File: config.mk
export PLATFORM = sky130hd
export DESIGN_NAME = pwr_seq_top
export DESIGN_NICKNAME = d
export VERILOG_FILES = /design/src/rtl/pwr_seq_pkg.sv /design/src/rtl/pwr_seq_sync.sv /design/src/rtl/pwr_seq_timer.sv /design/src/rtl/pwr_seq_fsm.sv /design/src/rtl/pwr_seq_top.sv
export SDC_FILE = /design/constraint.sdc
export NUM_CORES = 1
export LEC_CHECK = 0
export ABC_AREA = 1
export BUFFER_PORTS_ARGS = -buffer_cell sky130_fd_sc_hd__buf_4
export CAP_MARGIN = 20
export CELL_PAD_IN_SITES_DETAIL_PLACEMENT = 0
export CELL_PAD_IN_SITES_GLOBAL_PLACEMENT = 1
export CORE_MARGIN = 1.5
export CORE_UTILIZATION = 34
export CTS_CLUSTER_SIZE = 8
export DETAILED_ROUTE_END_ITERATION = 8
export PLACE_DENSITY = 0.7
export SYNTH_ARGS = -nofsm -noshare
export SYNTH_HDL_FRONTEND = slang
export SYNTH_SLANG_ARGS = --single-unit
File: constraint.sdc
create_clock -name clk -period 3.6 [get_ports clk]
set_input_delay 0.18 -clock clk [delete_from_list [all_inputs] [get_ports clk]]
set_output_delay 0.18 -clock clk [all_outputs]
set_load 0.01 [all_outputs]
File: src/rtl/pwr_seq_pkg.sv
package pwr_seq_pkg;

    typedef enum logic [3:0] {
        ST_OFF,
        ST_W5V,
        ST_W3V3,
        ST_W1V8,
        ST_DLY_RSM,
        ST_SOFF,
        ST_WMEM,
        ST_STBY,
        ST_WSUS,
        ST_DLY_GRP,
        ST_WIO,
        ST_DLY_VR,
        ST_WRDY,
        ST_DLY_POK,
        ST_ON
    } seq_state_e;

    // monitored inputs, all synchronised before use
    typedef struct packed {
        logic deep_n;
        logic stby_n;
        logic vr_rdy;
        logic pg_io;
        logic ana_sus;
        logic pg_m12;
        logic pg_m25;
        logic pg_1v05;
        logic pg_1v8;
        logic ana_3v3;
        logic pg_5v;
    } mon_t;

    localparam int MON_W = $bits(mon_t);

    typedef struct packed {
        logic en_5v;
        logic en_3v3;
        logic en_1v8;
        logic hub_rst_n;
        logic en_grp;
        logic en_io;
        logic sus_pg;
        logic en_vr;
        logic sys_pok;
        logic hub_pok;
    } drive_t;

    function automatic int unsigned ms_cycles(int unsigned hz, int unsigned ms);
        int unsigned c;
        c = (hz / 1000) * ms;
        return (c == 0) ? 1 : c;
    endfunction

    function automatic drive_t decode(seq_state_e s);
        drive_t d;
        d.en_5v     = (s != ST_OFF);
        d.en_3v3    = (s >= ST_W3V3);
        d.en_1v8    = (s >= ST_W1V8);
        d.hub_rst_n = (s >= ST_SOFF);
        d.en_grp    = (s >= ST_DLY_GRP);
        d.en_io     = (s >= ST_WIO);
        d.sus_pg    = (s >= ST_DLY_VR);
        d.en_vr     = (s >= ST_DLY_VR);
        d.sys_pok   = (s >= ST_WRDY);
        d.hub_pok   = (s == ST_ON);
        return d;
    endfunction

    function automatic logic [1:0] code_of(seq_state_e s);
        if (s == ST_ON)        return 2'd3;
        else if (s >= ST_STBY) return 2'd2;
        else if (s >= ST_SOFF) return 2'd1;
        else                   return 2'd0;
    endfunction

endpackage

File: src/rtl/pwr_seq_sync.sv
module pwr_seq_sync #(
    parameter int W = 1
) (
    input  logic         clk,
    input  logic         rst,
    input  logic [W-1:0] d,
    output logic [W-1:0] q
);
    logic [W-1:0] stage1;

    for (genvar i = 0; i < W; i++) begin : g_bit
        always_ff @(posedge clk) begin
            if (rst) begin
                stage1[i] <= 1'b0;
                q[i]      <= 1'b0;
            end else begin
                stage1[i] <= d[i];
                q[i]      <= stage1[i];
            end
        end
    end
endmodule

File: src/rtl/pwr_seq_timer.sv
module pwr_seq_timer #(
    parameter int unsigned TMO_CYC = 1000,
    parameter int unsigned RSM_CYC = 10,
    parameter int unsigned GAP_CYC = 2
) (
    input  logic clk,
    input  logic rst,
    input  logic restart,
    output logic tmo_hit,
    output logic rsm_hit,
    output logic gap_hit
);
    localparam int CW = $clog2(TMO_CYC + 1);

    logic [CW-1:0] cnt;

    always_ff @(posedge clk) begin
        if (rst || restart)
            cnt <= '0;
        else if (cnt != CW'(TMO_CYC))
            cnt <= cnt + 1'b1;
    end

    assign tmo_hit = (cnt == CW'(TMO_CYC - 1));
    assign rsm_hit = (cnt == CW'(RSM_CYC - 1));
    assign gap_hit = (cnt == CW'(GAP_CYC - 1));
endmodule

File: src/rtl/pwr_seq_fsm.sv
module pwr_seq_fsm
    import pwr_seq_pkg::*;
(
    input  logic       clk,
    input  logic       rst,
    input  logic       pwr_req,
    input  mon_t       mon,
    input  logic       tmo_hit,
    input  logic       rsm_hit,
    input  logic       gap_hit,
    output seq_state_e state,
    output logic       restart,
    output logic       shutdown_req,
    output logic       tmo_err
);
    seq_state_e nxt;
    logic       tmo_now;
    logic       soff_ok;

    assign soff_ok = mon.pg_5v && mon.ana_3v3 && mon.pg_1v8 && mon.pg_1v05;

    always_comb begin
        nxt     = state;
        tmo_now = 1'b0;
        unique case (state)
            ST_OFF:     if (pwr_req) nxt = ST_W5V;
            ST_W5V:     if (mon.pg_5v) nxt = ST_W3V3;
                        else if (tmo_hit) begin nxt = ST_OFF; tmo_now = 1'b1; end
            ST_W3V3:    if (mon.ana_3v3) nxt = ST_W1V8;
                        else if (tmo_hit) begin nxt = ST_OFF; tmo_now = 1'b1; end
            ST_W1V8:    if (mon.pg_1v8 && mon.pg_1v05) nxt = ST_DLY_RSM;
                        else if (tmo_hit) begin nxt = ST_OFF; tmo_now = 1'b1; end
            ST_DLY_RSM: if (rsm_hit) nxt = ST_SOFF;
            ST_SOFF:    if (!soff_ok) nxt = ST_OFF;
                        else if (mon.deep_n && !tmo_err) nxt = ST_WMEM;
            ST_WMEM:    if (mon.pg_m25 && mon.pg_m12) nxt = ST_STBY;
                        else if (tmo_hit) begin nxt = ST_SOFF; tmo_now = 1'b1; end
            ST_STBY:    if (!mon.deep_n) nxt = ST_SOFF;
                        else if (mon.stby_n) nxt = ST_WSUS;
            ST_WSUS:    if (mon.ana_sus) nxt = ST_DLY_GRP;
                        else if (tmo_hit) begin nxt = ST_SOFF; tmo_now = 1'b1; end
            ST_DLY_GRP: if (gap_hit) nxt = ST_WIO;
            ST_WIO:     if (mon.pg_io) nxt = ST_DLY_VR;
                        else if (tmo_hit) begin nxt = ST_SOFF; tmo_now = 1'b1; end
            ST_DLY_VR:  if (gap_hit) nxt = ST_WRDY;
            ST_WRDY:    if (mon.vr_rdy) nxt = ST_DLY_POK;
                        else if (tmo_hit) begin nxt = ST_SOFF; tmo_now = 1'b1; end
            ST_DLY_POK: if (gap_hit) nxt = ST_ON;
            ST_ON:      if (!mon.stby_n) nxt = ST_STBY;
            default:    nxt = ST_OFF;
        endcase
    end

    assign restart = (nxt != state);

    always_ff @(posedge clk) begin
        if (rst) begin
            state        <= ST_OFF;
            shutdown_req <= 1'b0;
            tmo_err      <= 1'b0;
        end else begin
            state        <= nxt;
            shutdown_req <= tmo_now;
            if (tmo_now)
                tmo_err <= 1'b1;
            else if (pwr_req)
                tmo_err <= 1'b0;
        end
    end
endmodule

File: src/rtl/pwr_seq_top.sv
module pwr_seq_top
    import pwr_seq_pkg::*;
#(
    parameter int unsigned CLK_HZ = 1_000_000
) (
    input  logic       clk,
    input  logic       rst,
    input  logic       pwr_req,
    input  logic       pg_5v,
    input  logic       ana_3v3_ok,
    input  logic       pg_1v8,
    input  logic       pg_1v05,
    input  logic       slp_deep_n,
    input  logic       pg_mem25,
    input  logic       pg_mem12,
    input  logic       slp_stby_n,
    input  logic       ana_sus_ok,
    input  logic       pg_io,
    input  logic       vr_ready,
    output logic       en_5v,
    output logic       en_3v3,
    output logic       en_1v8,
    output logic       hub_rst_n,
    output logic       en_s0_grp,
    output logic       en_io,
    output logic       sus_pg,
    output logic       en_vr,
    output logic       sys_pok,
    output logic       hub_pok,
    output logic       shutdown_req,
    output logic       tmo_err,
    output logic [1:0] state_code
);
    localparam int unsigned TMO_CYC = CLK_HZ;
    localparam int unsigned RSM_CYC = ms_cycles(CLK_HZ, 10);
    localparam int unsigned GAP_CYC = ms_cycles(CLK_HZ, 2);

    mon_t             mon_raw;
    logic [MON_W-1:0] mon_q;
    mon_t             mon;
    seq_state_e       state;
    logic             restart, tmo_hit, rsm_hit, gap_hit;
    drive_t           drv;

    always_comb begin
        mon_raw.deep_n  = slp_deep_n;
        mon_raw.stby_n  = slp_stby_n;
        mon_raw.vr_rdy  = vr_ready;
        mon_raw.pg_io   = pg_io;
        mon_raw.ana_sus = ana_sus_ok;
        mon_raw.pg_m12  = pg_mem12;
        mon_raw.pg_m25  = pg_mem25;
        mon_raw.pg_1v05 = pg_1v05;
        mon_raw.pg_1v8  = pg_1v8;
        mon_raw.ana_3v3 = ana_3v3_ok;
        mon_raw.pg_5v   = pg_5v;
    end

    pwr_seq_sync #(.W(MON_W)) u_sync (
        .clk (clk),
        .rst (rst),
        .d   (mon_raw),
        .q   (mon_q)
    );

    assign mon = mon_t'(mon_q);

    pwr_seq_timer #(
        .TMO_CYC (TMO_CYC),
        .RSM_CYC (RSM_CYC),
        .GAP_CYC (GAP_CYC)
    ) u_timer (
        .clk     (clk),
        .rst     (rst),
        .restart (restart),
        .tmo_hit (tmo_hit),
        .rsm_hit (rsm_hit),
        .gap_hit (gap_hit)
    );

    pwr_seq_fsm u_fsm (
        .clk          (clk),
        .rst          (rst),
        .pwr_req      (pwr_req),
        .mon          (mon),
        .tmo_hit      (tmo_hit),
        .rsm_hit      (rsm_hit),
        .gap_hit      (gap_hit),
        .state        (state),
        .restart      (restart),
        .shutdown_req (shutdown_req),
        .tmo_err      (tmo_err)
    );

    assign drv        = decode(state);
    assign en_5v      = drv.en_5v;
    assign en_3v3     = drv.en_3v3;
    assign en_1v8     = drv.en_1v8;
    assign hub_rst_n  = drv.hub_rst_n;
    assign en_s0_grp  = drv.en_grp;
    assign en_io      = drv.en_io;
    assign sus_pg     = drv.sus_pg;
    assign en_vr      = drv.en_vr;
    assign sys_pok    = drv.sys_pok;
    assign hub_pok    = drv.hub_pok;
    assign state_code = code_of(state);
endmodule

==> results by group <==
CTS
  • CTS Sinks: 48
  • Maximum level of the CTS H-tree: 2
  • CTS root buffer: sky130_fd_sc_hd__clkbuf_8
  • TritonCTS buffer count: 5
  • Clock input transition at the sequential cells of the worst setup and hold paths: around 0.10 ns
  • Number of buffers inserted for hold repair after clock tree synthesis: 0
  • Max Root-Sink Buffers: 2
  • Insertion delay to the later sink of the worst-skew pair: ~0.3 ns
  • # resized after CTS: 0
  • Buffer count from post-CTS setup fixing: 0
  • TritonCTS clock tree: built

Global route
  • Global route total overflow: 0
  • Overall global routing resource usage: around 16%
  • Initial antenna violation count: 0
  • First-pass GRT wire length: 10.9 mm
  • Pin count of the biggest net entering global routing: 29
  • Via count of the first global-routing pass: around 2300

Yosys
  • Mean area per synthesized cell: approximately 6.6 sq um
  • Async set or reset register ratio after synthesis: 0%
  • Number of synthesized register bits: 48
  • Proportion of synthesized chip area in sequential cells: 35.0%
  • Synthesized net count: ~430
  • Number of instances in the synthesized netlist: just over 400
  • Mapped cell area: roughly 2700 sq um
  • Count of warnings emitted by yosys: 0
  • Unique masters post-synth: 33
  • Post-synth EDFFs: 0
  • Ys flop type: sky130_fd_sc_hd__dfxtp_1

Timing
  • Fin Hold WS: ~0.066 ns
  • Post-Route Setup TNS: 0 ns
  • Pins Over Slew Limit: 0
  • Worst slew margin relative to its limit: a little under two thirds
  • Maximum clock skew at final layout: roughly 0.0091 ns
  • Final worst-path cycle share: around two thirds
  • Final setup slack of the worst path: about 1.2 ns
  • Number of hold-slack violations in the final timing report: 0
  • Final setup violation count: 0
  • Worst Tran Pin Value: ~0.54 ns
  • Fmax: just over 400 MHz
  • RSZ-0062 raised after global routing: false
  • Final critical-path required period: 2.42 ns

Power
  • Clock network fraction of total power: between 40% and 50%
  • Switching component of the power: 255 uW
  • Flop pwr share: 50.0%
  • Share of power burned in combinational logic: under 10%
  • Final Power: ~1100 uW
  • P_int: approximately 860 uW
  • Switching part of the total: a little under a quarter
  • Peak ir drop on the vdd network: roughly 0.23 mV
  • Power density over cell area: approximately 350 nW/um^2
  • Leak: roughly 0.0015 uW

Routing
  • Routed wire length per instance: between 10 and 15 um
  • Total length of routed wires: roughly 6.5 mm
  • Antenna violation net count after detailed routing: 0
  • Number of vias after detailed routing: ~2500
  • Vias per inst: 4.60
  • Router iterations before antenna repair: 4
  • Remaining routing DRC violations: 0
  • DR iter-0 viols: around 200

Setup path
  • Depth of the most critical reg-to-reg path: 12
  • Critical Setup Path Class: flip-flop to flip-flop
  • Destination of the worst register-to-register timing path: u_timer.cnt[17]
  • Data required, critical path: 3.82 ns
  • Reg-to-reg startpoint: u_fsm.state[0]
  • Worst-case register-to-register setup slack: ~1.2 ns
  • Kind of end point of the critical path: flip-flop
  • Data arrival time at the worst-slack endpoint: approximately 2.6 ns
  • Worst Setup Start Kind: flip-flop
  • Maximum fanout count along the critical path: 20

Place
  • Final Wtd Congestion: roughly 0.9
  • Total half-perimeter wirelength after legalization and detailed placement: 4.94 mm
  • Post-place setup slack: 1.19 ns
  • Number of I/O port buffers: 27

Floorplanning
  • Die width: slightly above 90 um
  • Core area: about 8000 sq um
  • Vert. Die Dim: 92.9 um
  • Io pins: 28
  • Area of the die: 8620 sq um
  • Num rows: 32
  • Effective utilization at floorplan: 35.3%

Layout
  • Number of fill cells: 864
  • Fraction of layout instances using a drive strength above 1: between 15 and 20%
  • Number of nets in the final layout: around 460
  • Area Growth Syn to Fin: 14.7%
  • Total inserted antenna cells: 0

Flow run
  • Max-capacitance violation count: 0

Status
  • Status: finished, final reports clean

Worst hold path
  • Worst hold stages: 3
  • End of the worst hold path: u_sync.stage1[0]
  • Hold Crit Class: input pin to flip-flop
  • Startpoint of the worst hold path: pg_5v
-- final cells by class --
class	instances	area (sq um)	share of cell area, %
Inverter	72	270	8.59
Timing Repair Buffer	28	210	6.68
Tap cell	102	128	4.05
Clock inverter	3	68.8	2.19
Sequential cell	48	961	30.5
Multi-Input combinational cell	285	1440	45.8
Clock buffer	5	68.8	2.19
-- metal layers --
layer  share of wire, %  vias to the layer above  global-route usage [%]
met5                  0                        -                       0
met2                 41                       78                    23.3
met1                 50                     1075                    23.5
met4                2.0                        0                    5.43
li1                   -                     1332                       -
met3                6.6                       11                    2.55
-- cells in the final DEF (no fill, tap or decap), types with 2 or more instances in the layout --
| master | synthesis | routed |
|---|---|---|
| sky130_fd_sc_hd__a21oi_1 | 10 | 10 |
| sky130_fd_sc_hd__xnor2_1 | 2 | 2 |
| sky130_fd_sc_hd__nand2_2 | 2 | 2 |
| sky130_fd_sc_hd__nor3_2 | 12 | 12 |
| sky130_fd_sc_hd__nor4_1 | 4 | 4 |
| sky130_fd_sc_hd__nor2_1 | 70 | 70 |
| sky130_fd_sc_hd__nand4_1 | 5 | 5 |
| sky130_fd_sc_hd__clkbuf_8 | 0 | 5 |
| sky130_fd_sc_hd__nand2_1 | 90 | 90 |
| sky130_fd_sc_hd__o21ai_1 | 2 | 2 |
| sky130_fd_sc_hd__o21ai_0 | 8 | 8 |
| sky130_fd_sc_hd__nand3_1 | 30 | 30 |
| sky130_fd_sc_hd__buf_4 | 3 | 28 |
| sky130_fd_sc_hd__xor2_1 | 17 | 17 |
| sky130_fd_sc_hd__inv_2 | 6 | 6 |
| sky130_fd_sc_hd__nor3_1 | 11 | 11 |
| sky130_fd_sc_hd__inv_1 | 66 | 66 |
| sky130_fd_sc_hd__nand3_2 | 3 | 3 |
| sky130_fd_sc_hd__ha_1 | 2 | 2 |
| sky130_fd_sc_hd__dfxtp_1 | 48 | 48 |
| sky130_fd_sc_hd__o211ai_1 | 2 | 2 |
| sky130_fd_sc_hd__nor2_2 | 7 | 7 |
| sky130_fd_sc_hd__bufinv_16 | 0 | 2 |
-- through the flow --
stage | utilization [%] | std cells | cell area (sq um)
finish | 40.5 | 543 | 3150
global route | 40.5 | 543 | 3150
CTS | 40.5 | 543 | 3150
detailed placement | 38.8 | 535 | 3010
global placement | 38.8 | 535 | 3010
floorplan | - | 415 | 2750
-- registers in the layout, indices dropped and copies added (netlist names) --
| signal | cells |
|---|---|
| u_sync.stage1 | 11 |
| u_fsm.tmo_err | 1 |
| u_timer.cnt | 20 |
| u_sync.q | 11 |
| u_fsm.shutdown_req | 1 |
| u_fsm.state | 4 |
-- power groups by stage --
stage          Clock (uW)  Sequential (uW)  Combinational [uW]
6_report              473              557                83.7
2_1_floorplan           0              564                66.9
4_1_cts               490              557                84.6
3_5_place_dp            0              569                84.4
3_3_place_gp            0              569                85.3
5_1_grt               506              559                95.9
-- critical path: stages, from the launching register on --
cell and delay [ns]:
sky130_fd_sc_hd__dfxtp_1 0.56, sky130_fd_sc_hd__nand2_1 0.24, sky130_fd_sc_hd__nor2_2 0.22, sky130_fd_sc_hd__nand2_1 0.11, sky130_fd_sc_hd__o21ai_2 0.09, sky130_fd_sc_hd__nor2_1 0.07
sky130_fd_sc_hd__nand2_1 0.07, sky130_fd_sc_hd__nand2_1 0.06, sky130_fd_sc_hd__nand3_1 0.07, sky130_fd_sc_hd__nand2_1 0.05, sky130_fd_sc_hd__inv_1 0.06, sky130_fd_sc_hd__nand3_2 0.43
sky130_fd_sc_hd__nor3_1 0.29
-- worst max path at each step --
stage / to / start / depth (start not counted) / slack, ns
after floorplan: u_timer.cnt[10] / u_timer.cnt[0] / 11 / 1.78
after global placement: u_timer.cnt[0] / u_fsm.state[3] / 13 / 1.18
after detailed placement: u_timer.cnt[0] / u_timer.cnt[0] / 9 / 1.19
after CTS: u_timer.cnt[0] / u_timer.cnt[0] / 9 / 1.16
after global routing: u_timer.cnt[17] / u_fsm.state[2] / 11 / 0.87
final: u_timer.cnt[17] / u_fsm.state[0] / 12 / 1.18
-- synthesized netlist by cell type (4+ instances only) --
master,number,area [sq um]
sky130_fd_sc_hd__a21oi_1,10,50.1
sky130_fd_sc_hd__dfxtp_1,48,961
sky130_fd_sc_hd__inv_1,66,248
sky130_fd_sc_hd__inv_2,6,22.5
sky130_fd_sc_hd__nand2_1,90,338
sky130_fd_sc_hd__nand3_1,30,150
sky130_fd_sc_hd__nand4_1,5,31.3
sky130_fd_sc_hd__nor2_1,70,263
sky130_fd_sc_hd__nor2_2,7,43.8
sky130_fd_sc_hd__nor3_1,11,55.1
sky130_fd_sc_hd__nor3_2,12,120
sky130_fd_sc_hd__nor4_1,4,25.0
sky130_fd_sc_hd__o21ai_0,8,40.0
sky130_fd_sc_hd__xor2_1,17,149
-- logic make-up (layout without fill, tap and decap cells) --
logic type	Yosys count	in the layout	share of synthesized area, %
and+or+nand+nor	237	237	39.8
buffers and inverters	82	108	12.5
DFF	48	48	35.0
AOI/OAI and AO/OA	27	27	5.70
xor gates and xnor gates	19	19	6.06
adders and majority gates	2	2	0.911
Power figures use the tool's default switching activity.
